File: config.mk
export PLATFORM = sky130hd
export DESIGN_NAME = soft_tlb
export DESIGN_NICKNAME = d
export VERILOG_FILES = /design/src/rtl/tlbc_pkg.sv /design/src/rtl/tlbc_ctrl.sv /design/src/rtl/tlbc_dpath.sv /design/src/rtl/soft_tlb.sv
export SDC_FILE = /design/constraint.sdc
export NUM_CORES = 2
export LEC_CHECK = 0
export ABC_AREA = 0
export BUFFER_PORTS_ARGS = -buffer_cell sky130_fd_sc_hd__buf_4
export CORE_UTILIZATION = 40
export CTS_CLUSTER_DIAMETER = 100
export DETAILED_ROUTE_END_ITERATION = 7
export GPL_ROUTABILITY_DRIVEN = 0
export PLACE_DENSITY_LB_ADDON = 0.05
export SYNTH_ARGS = -nofsm -noshare
export SYNTH_HDL_FRONTEND = slang
export SYNTH_SLANG_ARGS = --single-unit
File: constraint.sdc
create_clock -name clk -period 12.38 [get_ports clk]
set_input_delay 0.619 -clock clk [delete_from_list [all_inputs] [get_ports clk]]
set_output_delay 0.619 -clock clk [all_outputs]
set_load 0.01 [all_outputs]
File: src/rtl/tlbc_pkg.sv
package tlbc_pkg;

  localparam int VALID_BIT = 31;
  localparam int LOCK_BIT  = 30;
  localparam int TID_LSB   = 16;
  localparam int TID_W     = 8;
  localparam int SPACE_BIT = 12;
  localparam int SIZE_LSB  = 8;
  localparam int SIZE_W    = 4;
  localparam int BASE_LSB  = 12;

  typedef enum logic [2:0] {
    OP_WRITE  = 3'd0,
    OP_READ   = 3'd1,
    OP_SEARCH = 3'd2,
    OP_FLUSH  = 3'd3,
    OP_INVAL  = 3'd4
  } tlbOp_e;

  typedef struct packed {
    logic capture;
    logic wrEn;
    logic rdEn;
    logic flushEn;
    logic invEn;
    logic srchEnd;
  } tlbStrobe_t;

endpackage

File: src/rtl/tlbc_ctrl.sv
module tlbc_ctrl import tlbc_pkg::*; #(
  parameter int NUM_ARRAYS = 2,
  parameter int WAYS       = 2,
  parameter int CUR_W      = 2
) (
  input  logic             clk,
  input  logic             rst,
  input  logic             start,
  input  logic [2:0]       opCode,
  input  logic             candHit,
  output logic             ready,
  output tlbStrobe_t       str,
  output logic [CUR_W-1:0] cursor
);

  localparam int CANDS = NUM_ARRAYS * WAYS;
  localparam logic [CUR_W-1:0] LAST_CAND = CUR_W'(CANDS - 1);

  typedef enum logic [1:0] {S_IDLE, S_EXEC, S_SRCH} ctrlState_e;

  ctrlState_e       state;
  logic [2:0]       opQ;
  logic [CUR_W:0]   busyCnt;
  logic             lastCand;

  assign lastCand = (cursor == LAST_CAND);
  assign ready    = (state == S_IDLE);

  always_ff @(posedge clk) begin
    if (rst) begin
      state  <= S_IDLE;
      opQ    <= '0;
      cursor <= '0;
    end else begin
      case (state)
        S_IDLE: if (start) begin
          opQ    <= opCode;
          cursor <= '0;
          state  <= (opCode == OP_SEARCH) ? S_SRCH : S_EXEC;
        end
        S_EXEC: state <= S_IDLE;
        S_SRCH: begin
          if (candHit || lastCand) state <= S_IDLE;
          else                     cursor <= cursor + 1'b1;
        end
        default: state <= S_IDLE;
      endcase
    end
  end

  always_comb begin
    str         = '0;
    str.capture = (state == S_IDLE) && start;
    if (state == S_EXEC) begin
      str.wrEn    = (opQ == OP_WRITE);
      str.rdEn    = (opQ == OP_READ);
      str.flushEn = (opQ == OP_FLUSH);
      str.invEn   = (opQ == OP_INVAL);
    end
    str.srchEnd = (state == S_SRCH) && (candHit || lastCand);
  end

  always_ff @(posedge clk) begin
    if (rst || state == S_IDLE) busyCnt <= '0;
    else                        busyCnt <= busyCnt + 1'b1;
  end


  start_accept_chk: assert property (@(posedge clk) disable iff (rst)
    (start && ready) |=> !ready)
    else $error("start accepted but ready stayed high");


  busy_bound_chk: assert property (@(posedge clk) disable iff (rst)
    (state != S_IDLE) |-> (busyCnt < (CUR_W+1)'(CANDS)))
    else $error("operation exceeded candidate count");


  one_strobe_chk: assert property (@(posedge clk) disable iff (rst)
    $onehot0({str.wrEn, str.rdEn, str.flushEn, str.invEn, str.srchEnd}))
    else $error("more than one operation strobe");

endmodule

File: src/rtl/tlbc_dpath.sv
module tlbc_dpath import tlbc_pkg::*; #(
  parameter int NUM_ARRAYS = 2,
  parameter int SETS       = 2,
  parameter int WAYS       = 2,
  parameter int HASH_LSB   = 12,
  parameter logic [NUM_ARRAYS-1:0] LOCK_SUPPORT = '1,
  parameter int ARR_W      = 1,
  parameter int WAY_W      = 1,
  parameter int SET_W      = 1,
  parameter int CUR_W      = 2
) (
  input  logic                  clk,
  input  logic                  rst,
  input  tlbStrobe_t            str,
  input  logic [CUR_W-1:0]      cursor,
  input  logic [ARR_W-1:0]      inArray,
  input  logic [WAY_W-1:0]      inWay,
  input  logic [31:0]           inCtrl,
  input  logic [31:0]           inPage,
  input  logic [31:0]           inPhyHi,
  input  logic [31:0]           inPhyLo,
  input  logic [31:0]           addr,
  input  logic [NUM_ARRAYS-1:0] arrMask,
  input  logic                  checkLock,
  input  logic [TID_W-1:0]      srchTid,
  input  logic                  srchSpace,
  output logic                  candHit,
  output logic                  hit,
  output logic [31:0]           outCtrl,
  output logic [31:0]           outPage,
  output logic [31:0]           outPhyHi,
  output logic [31:0]           outPhyLo,
  output logic [ARR_W-1:0]      outArray,
  output logic [WAY_W-1:0]      outWay,
  output logic [WAY_W-1:0]      outVictim
);

  localparam int ENTRIES = NUM_ARRAYS * SETS * WAYS;
  localparam int IDX_W   = (ENTRIES > 1) ? $clog2(ENTRIES) : 1;

  logic [31:0] ctrlMem [ENTRIES];
  logic [31:0] pageMem [ENTRIES];
  logic [31:0] hiMem   [ENTRIES];
  logic [31:0] loMem   [ENTRIES];

  logic [31:0]           opAddr, opCtrl, opPage, opHi, opLo;
  logic [ARR_W-1:0]      opArr;
  logic [WAY_W-1:0]      opWay;
  logic [NUM_ARRAYS-1:0] opMask;
  logic                  opCheck;
  logic [TID_W-1:0]      opTid;
  logic                  opSpace;
  logic [WAY_W-1:0]      lastWay;

  function automatic logic [IDX_W-1:0] entIdx(input logic [ARR_W-1:0] a,
                                               input logic [SET_W-1:0] s,
                                               input logic [WAY_W-1:0] w);
    return IDX_W'((int'(a) * SETS + int'(s)) * WAYS + int'(w));
  endfunction

  function automatic logic [31:0] sizeMask(input logic [31:0] c);
    int sh;
    sh = 10 + 2 * int'(c[SIZE_LSB +: SIZE_W]);
    if (sh >= 32) return '0;
    return ~((32'd1 << sh) - 32'd1);
  endfunction

  function automatic logic coversAddr(input logic [31:0] c, input logic [31:0] p,
                                      input logic [31:0] a);
    return (p & ~32'hFFF) == (a & sizeMask(c));
  endfunction

  // operation capture at accept
  always_ff @(posedge clk) begin
    if (rst) begin
      opAddr <= '0; opCtrl <= '0; opPage <= '0; opHi <= '0; opLo <= '0;
      opArr <= '0; opWay <= '0; opMask <= '0; opCheck <= 1'b0;
      opTid <= '0; opSpace <= 1'b0;
    end else if (str.capture) begin
      opAddr <= addr;    opCtrl <= inCtrl;   opPage <= inPage;
      opHi <= inPhyHi;   opLo <= inPhyLo;    opArr <= inArray;
      opWay <= inWay;    opMask <= arrMask;  opCheck <= checkLock;
      opTid <= srchTid;  opSpace <= srchSpace;
    end
  end

  logic [SET_W-1:0] wrSet, adSet;
  logic [IDX_W-1:0] wrIdx, rdIdx, cIdx;
  logic [ARR_W-1:0] cArr;
  logic [WAY_W-1:0] cWay;
  logic [31:0]      wrCtrl, cCtrl, cPage;
  logic [TID_W-1:0] cTid;

  assign wrSet = opPage[HASH_LSB +: SET_W];
  assign adSet = opAddr[HASH_LSB +: SET_W];
  assign wrIdx = entIdx(opArr, wrSet, opWay);
  assign rdIdx = entIdx(opArr, adSet, opWay);
  assign cArr  = ARR_W'(int'(cursor) / WAYS);
  assign cWay  = WAY_W'(int'(cursor) % WAYS);
  assign cIdx  = entIdx(cArr, adSet, cWay);
  assign cCtrl = ctrlMem[cIdx];
  assign cPage = pageMem[cIdx];
  assign cTid  = cCtrl[TID_LSB +: TID_W];

  always_comb begin
    wrCtrl = opCtrl;
    if (!LOCK_SUPPORT[opArr]) wrCtrl[LOCK_BIT] = 1'b0;
  end

  assign candHit = cCtrl[VALID_BIT]
                && ((cTid == '0) || (cTid == opTid))
                && (cCtrl[SPACE_BIT] == opSpace)
                && coversAddr(cCtrl, cPage, opAddr);

  // entry storage
  always_ff @(posedge clk) begin
    if (rst) begin
      for (int e = 0; e < ENTRIES; e++) begin
        ctrlMem[e] <= '0; pageMem[e] <= '0; hiMem[e] <= '0; loMem[e] <= '0;
      end
    end else begin
      if (str.wrEn) begin
        ctrlMem[wrIdx] <= wrCtrl;
        pageMem[wrIdx] <= opPage;
        hiMem[wrIdx]   <= opHi;
        loMem[wrIdx]   <= opLo;
      end
      if (str.flushEn) begin
        for (int a = 0; a < NUM_ARRAYS; a++)
          for (int s = 0; s < SETS; s++)
            for (int w = 0; w < WAYS; w++)
              if (opMask[ARR_W'(a)] &&
                  (!opCheck || !ctrlMem[entIdx(ARR_W'(a), SET_W'(s), WAY_W'(w))][LOCK_BIT]))
                ctrlMem[entIdx(ARR_W'(a), SET_W'(s), WAY_W'(w))][VALID_BIT] <= 1'b0;
      end
      if (str.invEn) begin
        for (int a = 0; a < NUM_ARRAYS; a++)
          for (int w = 0; w < WAYS; w++)
            if (opMask[ARR_W'(a)]
                && !ctrlMem[entIdx(ARR_W'(a), adSet, WAY_W'(w))][LOCK_BIT]
                && coversAddr(ctrlMem[entIdx(ARR_W'(a), adSet, WAY_W'(w))],
                              pageMem[entIdx(ARR_W'(a), adSet, WAY_W'(w))], opAddr))
              ctrlMem[entIdx(ARR_W'(a), adSet, WAY_W'(w))][VALID_BIT] <= 1'b0;
      end
    end
  end

  // staging registers
  always_ff @(posedge clk) begin
    if (rst) begin
      hit <= 1'b0; outCtrl <= '0; outPage <= '0; outPhyHi <= '0; outPhyLo <= '0;
      outArray <= '0; outWay <= '0; outVictim <= '0; lastWay <= '0;
    end else begin
      if (str.wrEn) lastWay <= opWay;
      if (str.rdEn) begin
        outCtrl   <= ctrlMem[rdIdx];
        outPage   <= pageMem[rdIdx];
        outPhyHi  <= hiMem[rdIdx];
        outPhyLo  <= loMem[rdIdx];
        outArray  <= opArr;
        outWay    <= opWay;
        outVictim <= lastWay;
      end
      if (str.srchEnd) begin
        hit <= candHit;
        if (candHit) begin
          outCtrl  <= cCtrl;
          outPage  <= cPage;
          outPhyHi <= hiMem[cIdx];
          outPhyLo <= loMem[cIdx];
          outArray <= cArr;
          outWay   <= cWay;
        end
      end
    end
  end


  lock_strip_chk: assert property (@(posedge clk) disable iff (rst)
    str.wrEn |=> (LOCK_SUPPORT[opArr] || !ctrlMem[wrIdx][LOCK_BIT]))
    else $error("lock bit kept in array without lock support");

  for (genvar g = 0; g < ENTRIES; g++) begin : g_lockKeep

    flush_lock_keep_chk: assert property (@(posedge clk) disable iff (rst)
      (str.flushEn && opCheck && ctrlMem[g][LOCK_BIT])
        |=> (ctrlMem[g][VALID_BIT] == $past(ctrlMem[g][VALID_BIT])))
      else $error("locked entry lost valid in checked flush");
  end

endmodule

File: src/rtl/soft_tlb.sv
module soft_tlb import tlbc_pkg::*; #(
  parameter int NUM_ARRAYS = 2,
  parameter int SETS       = 2,
  parameter int WAYS       = 2,
  parameter int HASH_LSB   = 12,
  parameter logic [NUM_ARRAYS-1:0] LOCK_SUPPORT = '1
) (
  input  logic                                        clk,
  input  logic                                        rst,
  input  logic                                        start,
  input  logic [2:0]                                  opCode,
  input  logic [((NUM_ARRAYS > 1) ? $clog2(NUM_ARRAYS) : 1)-1:0] inArray,
  input  logic [((WAYS > 1) ? $clog2(WAYS) : 1)-1:0]  inWay,
  input  logic [31:0]                                 inCtrl,
  input  logic [31:0]                                 inPage,
  input  logic [31:0]                                 inPhyHi,
  input  logic [31:0]                                 inPhyLo,
  input  logic [31:0]                                 addr,
  input  logic [NUM_ARRAYS-1:0]                       arrMask,
  input  logic                                        checkLock,
  input  logic [7:0]                                  srchTid,
  input  logic                                        srchSpace,
  output logic                                        ready,
  output logic                                        hit,
  output logic [31:0]                                 outCtrl,
  output logic [31:0]                                 outPage,
  output logic [31:0]                                 outPhyHi,
  output logic [31:0]                                 outPhyLo,
  output logic [((NUM_ARRAYS > 1) ? $clog2(NUM_ARRAYS) : 1)-1:0] outArray,
  output logic [((WAYS > 1) ? $clog2(WAYS) : 1)-1:0]  outWay,
  output logic [((WAYS > 1) ? $clog2(WAYS) : 1)-1:0]  outVictim
);

  localparam int ARR_W = (NUM_ARRAYS > 1) ? $clog2(NUM_ARRAYS) : 1;
  localparam int WAY_W = (WAYS > 1) ? $clog2(WAYS) : 1;
  localparam int SET_W = (SETS > 1) ? $clog2(SETS) : 1;
  localparam int CUR_W = $clog2(NUM_ARRAYS * WAYS);

  tlbStrobe_t       str;
  logic [CUR_W-1:0] cursor;
  logic             candHit;

  tlbc_ctrl #(
    .NUM_ARRAYS(NUM_ARRAYS), .WAYS(WAYS), .CUR_W(CUR_W)
  ) i_ctrl (
    .clk(clk), .rst(rst), .start(start), .opCode(opCode), .candHit(candHit),
    .ready(ready), .str(str), .cursor(cursor)
  );

  tlbc_dpath #(
    .NUM_ARRAYS(NUM_ARRAYS), .SETS(SETS), .WAYS(WAYS), .HASH_LSB(HASH_LSB),
    .LOCK_SUPPORT(LOCK_SUPPORT), .ARR_W(ARR_W), .WAY_W(WAY_W),
    .SET_W(SET_W), .CUR_W(CUR_W)
  ) i_dpath (
    .clk(clk), .rst(rst), .str(str), .cursor(cursor),
    .inArray(inArray), .inWay(inWay), .inCtrl(inCtrl), .inPage(inPage),
    .inPhyHi(inPhyHi), .inPhyLo(inPhyLo), .addr(addr), .arrMask(arrMask),
    .checkLock(checkLock), .srchTid(srchTid), .srchSpace(srchSpace),
    .candHit(candHit), .hit(hit), .outCtrl(outCtrl), .outPage(outPage),
    .outPhyHi(outPhyHi), .outPhyLo(outPhyLo), .outArray(outArray),
    .outWay(outWay), .outVictim(outVictim)
  );

endmodule

==> metrics.txt <==
r2r setup slk=3.72 ns; vias in the first global route=48000; CTS HTree Levels=4; drt drc=0; CTS Buf Count=approximately 160; hpwl dp=127000 microns; Post-synth EDFFs=1022; post-cts sizing count=0; nets=approximately 5800; site row count=around 150; power density over the cells=139 nW/um^2; delay-heaviest family, CP=simple AND/OR/NAND/NOR gates; Tmin final=approximately 8.7 ns; Final Slew Violations=0; vias=47000; synth unique cells=93; fill cell count=15600; r2r startpoint=i_dpath.opAddr[12]$_SDFFE_PP0P_; worst slew pin tran=1.14 ns; first-pass GRT wire length=roughly 340000 microns; final WL=233000 microns; largest net degree at the start of global routing=220; vias per cell=5.85; Worst setup SP type=flip-flop; clk buf depth=3; CP max stage delay=0.88 ns; Tot Pwr=10.9 mW; Max VDD drop=119 uV; CTS tree=built; Initial Util=40.2%; CTS clk-pin slew, worst paths=roughly 0.060 ns; Lkg Pwr=between 20 and 30 nW; main flop type after synthesis=edfxtp_1; Final Hold Viols=0; postcts setup bufs=0; DR WL/cell=29.0 microns; crit-path max FO=between 40 and 50; Slew headroom=23.9%; initial antenna violation count=3; RSZ-0062 raised after global routing=false; first-pass iteration count of the detailed router=7; Placeable Area=172000 sq um; Post-Syn Area per Cell=12.5 sq um; Synth Register Bits=1338; gr ovfl total=0; Buf/Inv on CP=4; IO Port Bufs=311; Setup crit end kind=flip-flop; Total GRT Usage=26.6%; reg-to-reg endpoint=i_dpath.outPage[24]$_SDFF_PP0_; min-delay worst type=in2reg; die extent in y=417 microns; top-level I/O count=313; final non-filler cell total=8030; outcome=finished clean; cts-stage hold buffer count=0; period utilization=69.9%; fmax=115 MHz; worst-skew pair later-pin latency=about 0.79 ns; register area share after synthesis=53.6%; Worst Hold Path Cells=3; Final ANT Viol Nets=0; fraction of layout instances using a drive strength above 1=between 20% and 30%; R2R depth=20; # clock sinks=1338; most used cell, CP=buf_4; Root Buffer=clkbuf_16; placed cells=about 7700; Final Skew=just under 0.03 ns; Post-Syn Area=69000 sq um; crit path DAT=9.32 ns; WS Path Type=reg2reg; TNS Setup=0 ns; Die Area=between 150000 and 200000 sq um; die span in x=between 400 and 500 microns; Crit path required time=13.04 ns; final setup vio count=0; DRT iter0 DRCs=between 3000 and 4000; Hold Startpoint=inCtrl[22]; asr flop ratio synth=0%; warnings from Yosys=0; maxcap violations=0; CP max-delay cell=buf_4; critical path, cell by cell=buf_4 -> mux2i_1 -> nand3b_1 -> nand3_1 -> inv_2 -> ha_1 -> a21oi_1 -> nand3_1 -> ha_1 -> nor4_1 -> a21boi_0 -> o22ai_1 -> o2111ai_1 -> o31ai_1 -> nand4_1 -> and4bb_4 -> buf_4 -> and2_4 -> buf_4 -> mux2_1; Post-Synthesis Cells=5518; P&R area growth vs syn=13.4%; Hold Path End=i_dpath.opCtrl[22]$_SDFFE_PP0P_
layout make-up:
type                       count  area (sq um)  area share (%)
inverter                      18          75.1          0.0959
antenna                        3          7.51         0.00959
timing repair buffer         416          3270            4.17
sequential                  1338         37000            47.3
clock buffer                 236          4560            5.82
multi-input combinational   3655         30000            38.3
clock inverter                54           444           0.567
tap                         2310          2890            3.69
layer usage:
metal	up-vias	global-route usage, %	part of all wire, %
li1	21000	-	-
met1	24400	34.6	42
met2	1203	45.9	50
met3	344	3.08	4.2
met4	0	8.88	3.3
met5	-	0	0
stage by stage:
step	utilization (%)	area [sq um]	hold slack (ns)	setup WS [ns]
floorplan	-	69100	0.440	7.30
global placement	42.7	73300	0.461	3.73
detailed placement	42.7	73300	0.466	3.76
CTS	45.6	78300	0.0104	3.75
global route	45.6	78300	0.0472	3.14
finish	45.6	78300	0.0711	3.72
worst max-delay path by stage:
stage	cells after the start	from	endpoint	slack, ns
final	20	i_dpath.opAddr[12]$_SDFFE_PP0P_	i_dpath.outPage[24]$_SDFF_PP0_	3.72
after global routing	19	i_ctrl.cursor[0]$_SDFFE_PP0P_	i_dpath.outPage[30]$_SDFF_PP0_	3.14
after CTS	19	i_ctrl.cursor[0]$_SDFFE_PP0P_	i_dpath.outPage[24]$_SDFF_PP0_	3.75
after detailed placement	19	i_ctrl.cursor[0]$_SDFFE_PP0P_	i_dpath.outPage[24]$_SDFF_PP0_	3.76
after global placement	19	i_ctrl.cursor[0]$_SDFFE_PP0P_	i_dpath.outPage[22]$_SDFF_PP0_	3.73
after floorplan	22	i_ctrl.cursor[0]$_SDFFE_PP0P_	i_dpath.outCtrl[10]$_SDFF_PP0_	7.30
tightest hold or removal path: stages:
cell	delay [ns]
buf_4	0.11
nand2_1	0.04
a21oi_1	0.05
power breakdown:
group	total (mW)	switching, mW	internal (mW)
Sequential	5.14	0.148	4.99
Clock	4.57	1.90	2.66
Combinational	1.17	0.710	0.457
cells in the final DEF, fill, tap and decap left out, types with 8 or more instances in the layout:
| cell | n |
|---|---|
| a211oi_1 | 45 |
| a21oi_1 | 242 |
| a22oi_1 | 8 |
| and2_1 | 388 |
| and3_1 | 516 |
| buf_12 | 11 |
| buf_4 | 404 |
| clkbuf_1 | 52 |
| clkbuf_16 | 163 |
| clkbuf_8 | 20 |
| clkinv_1 | 13 |
| clkinv_2 | 26 |
| dfxtp_1 | 310 |
| edfxtp_1 | 1022 |
| ha_1 | 8 |
| inv_1 | 14 |
| mux2_1 | 17 |
| mux2_2 | 26 |
| mux2i_1 | 302 |
| mux4_2 | 476 |
| nand2_1 | 561 |
| nand2b_1 | 15 |
| nand3_1 | 142 |
| nand4_1 | 22 |
| nor2_1 | 340 |
| nor2b_1 | 10 |
| nor3_1 | 22 |
| nor4_1 | 8 |
| o2111ai_1 | 9 |
| o211ai_1 | 16 |
| o21ai_0 | 150 |
| o31ai_1 | 88 |
| o31ai_2 | 30 |
| or2_2 | 10 |
| xnor2_1 | 35 |
| xor2_1 | 37 |
sequential cells by signal (all words and copies together), names as in the netlist, 2 cells and up, named ones only:
signal,cells
i_ctrl.cursor,2
i_ctrl.opQ,3
i_ctrl.state,2
i_dpath.ctrlMem,256
i_dpath.hiMem,256
i_dpath.loMem,256
i_dpath.opAddr,32
i_dpath.opCtrl,32
i_dpath.opHi,32
i_dpath.opLo,32
i_dpath.opPage,32
i_dpath.opTid,8
i_dpath.outCtrl,32
i_dpath.outPage,32
i_dpath.outPhyHi,32
i_dpath.outPhyLo,32
i_dpath.pageMem,256
Yosys cell counts, types with 63 or more instances:
cell / n / area [sq um]
clkbuf_1: 390 / 1460
a21oi_1: 242 / 1210
nor2_1: 343 / 1290
and3_1: 517 / 3230
o21ai_0: 150 / 751
edfxtp_1: 1022 / 30700
nand2_1: 562 / 2110
and2_1: 390 / 2440
mux4_2: 476 / 10700
nand3_1: 142 / 711
mux2i_1: 302 / 3020
buf_1: 63 / 236
o31ai_1: 88 / 661
dfxtp_1: 316 / 6330
logic make-up (layout without fill, tap and decap cells):
family,after synthesis,after routing,synth area share [%]
AOI/OAI and AO/OA,655,655,6.12
xor gates and xnor gates,72,72,0.913
adders and majority gates,9,9,0.159
buffers and inverters,529,724,3.07
DFF,1338,1338,53.6
muxes,823,823,20.6
other,2,9,0.0109
and+or+nand+nor,2090,2090,15.5
(Power assumes the default switching activity.)
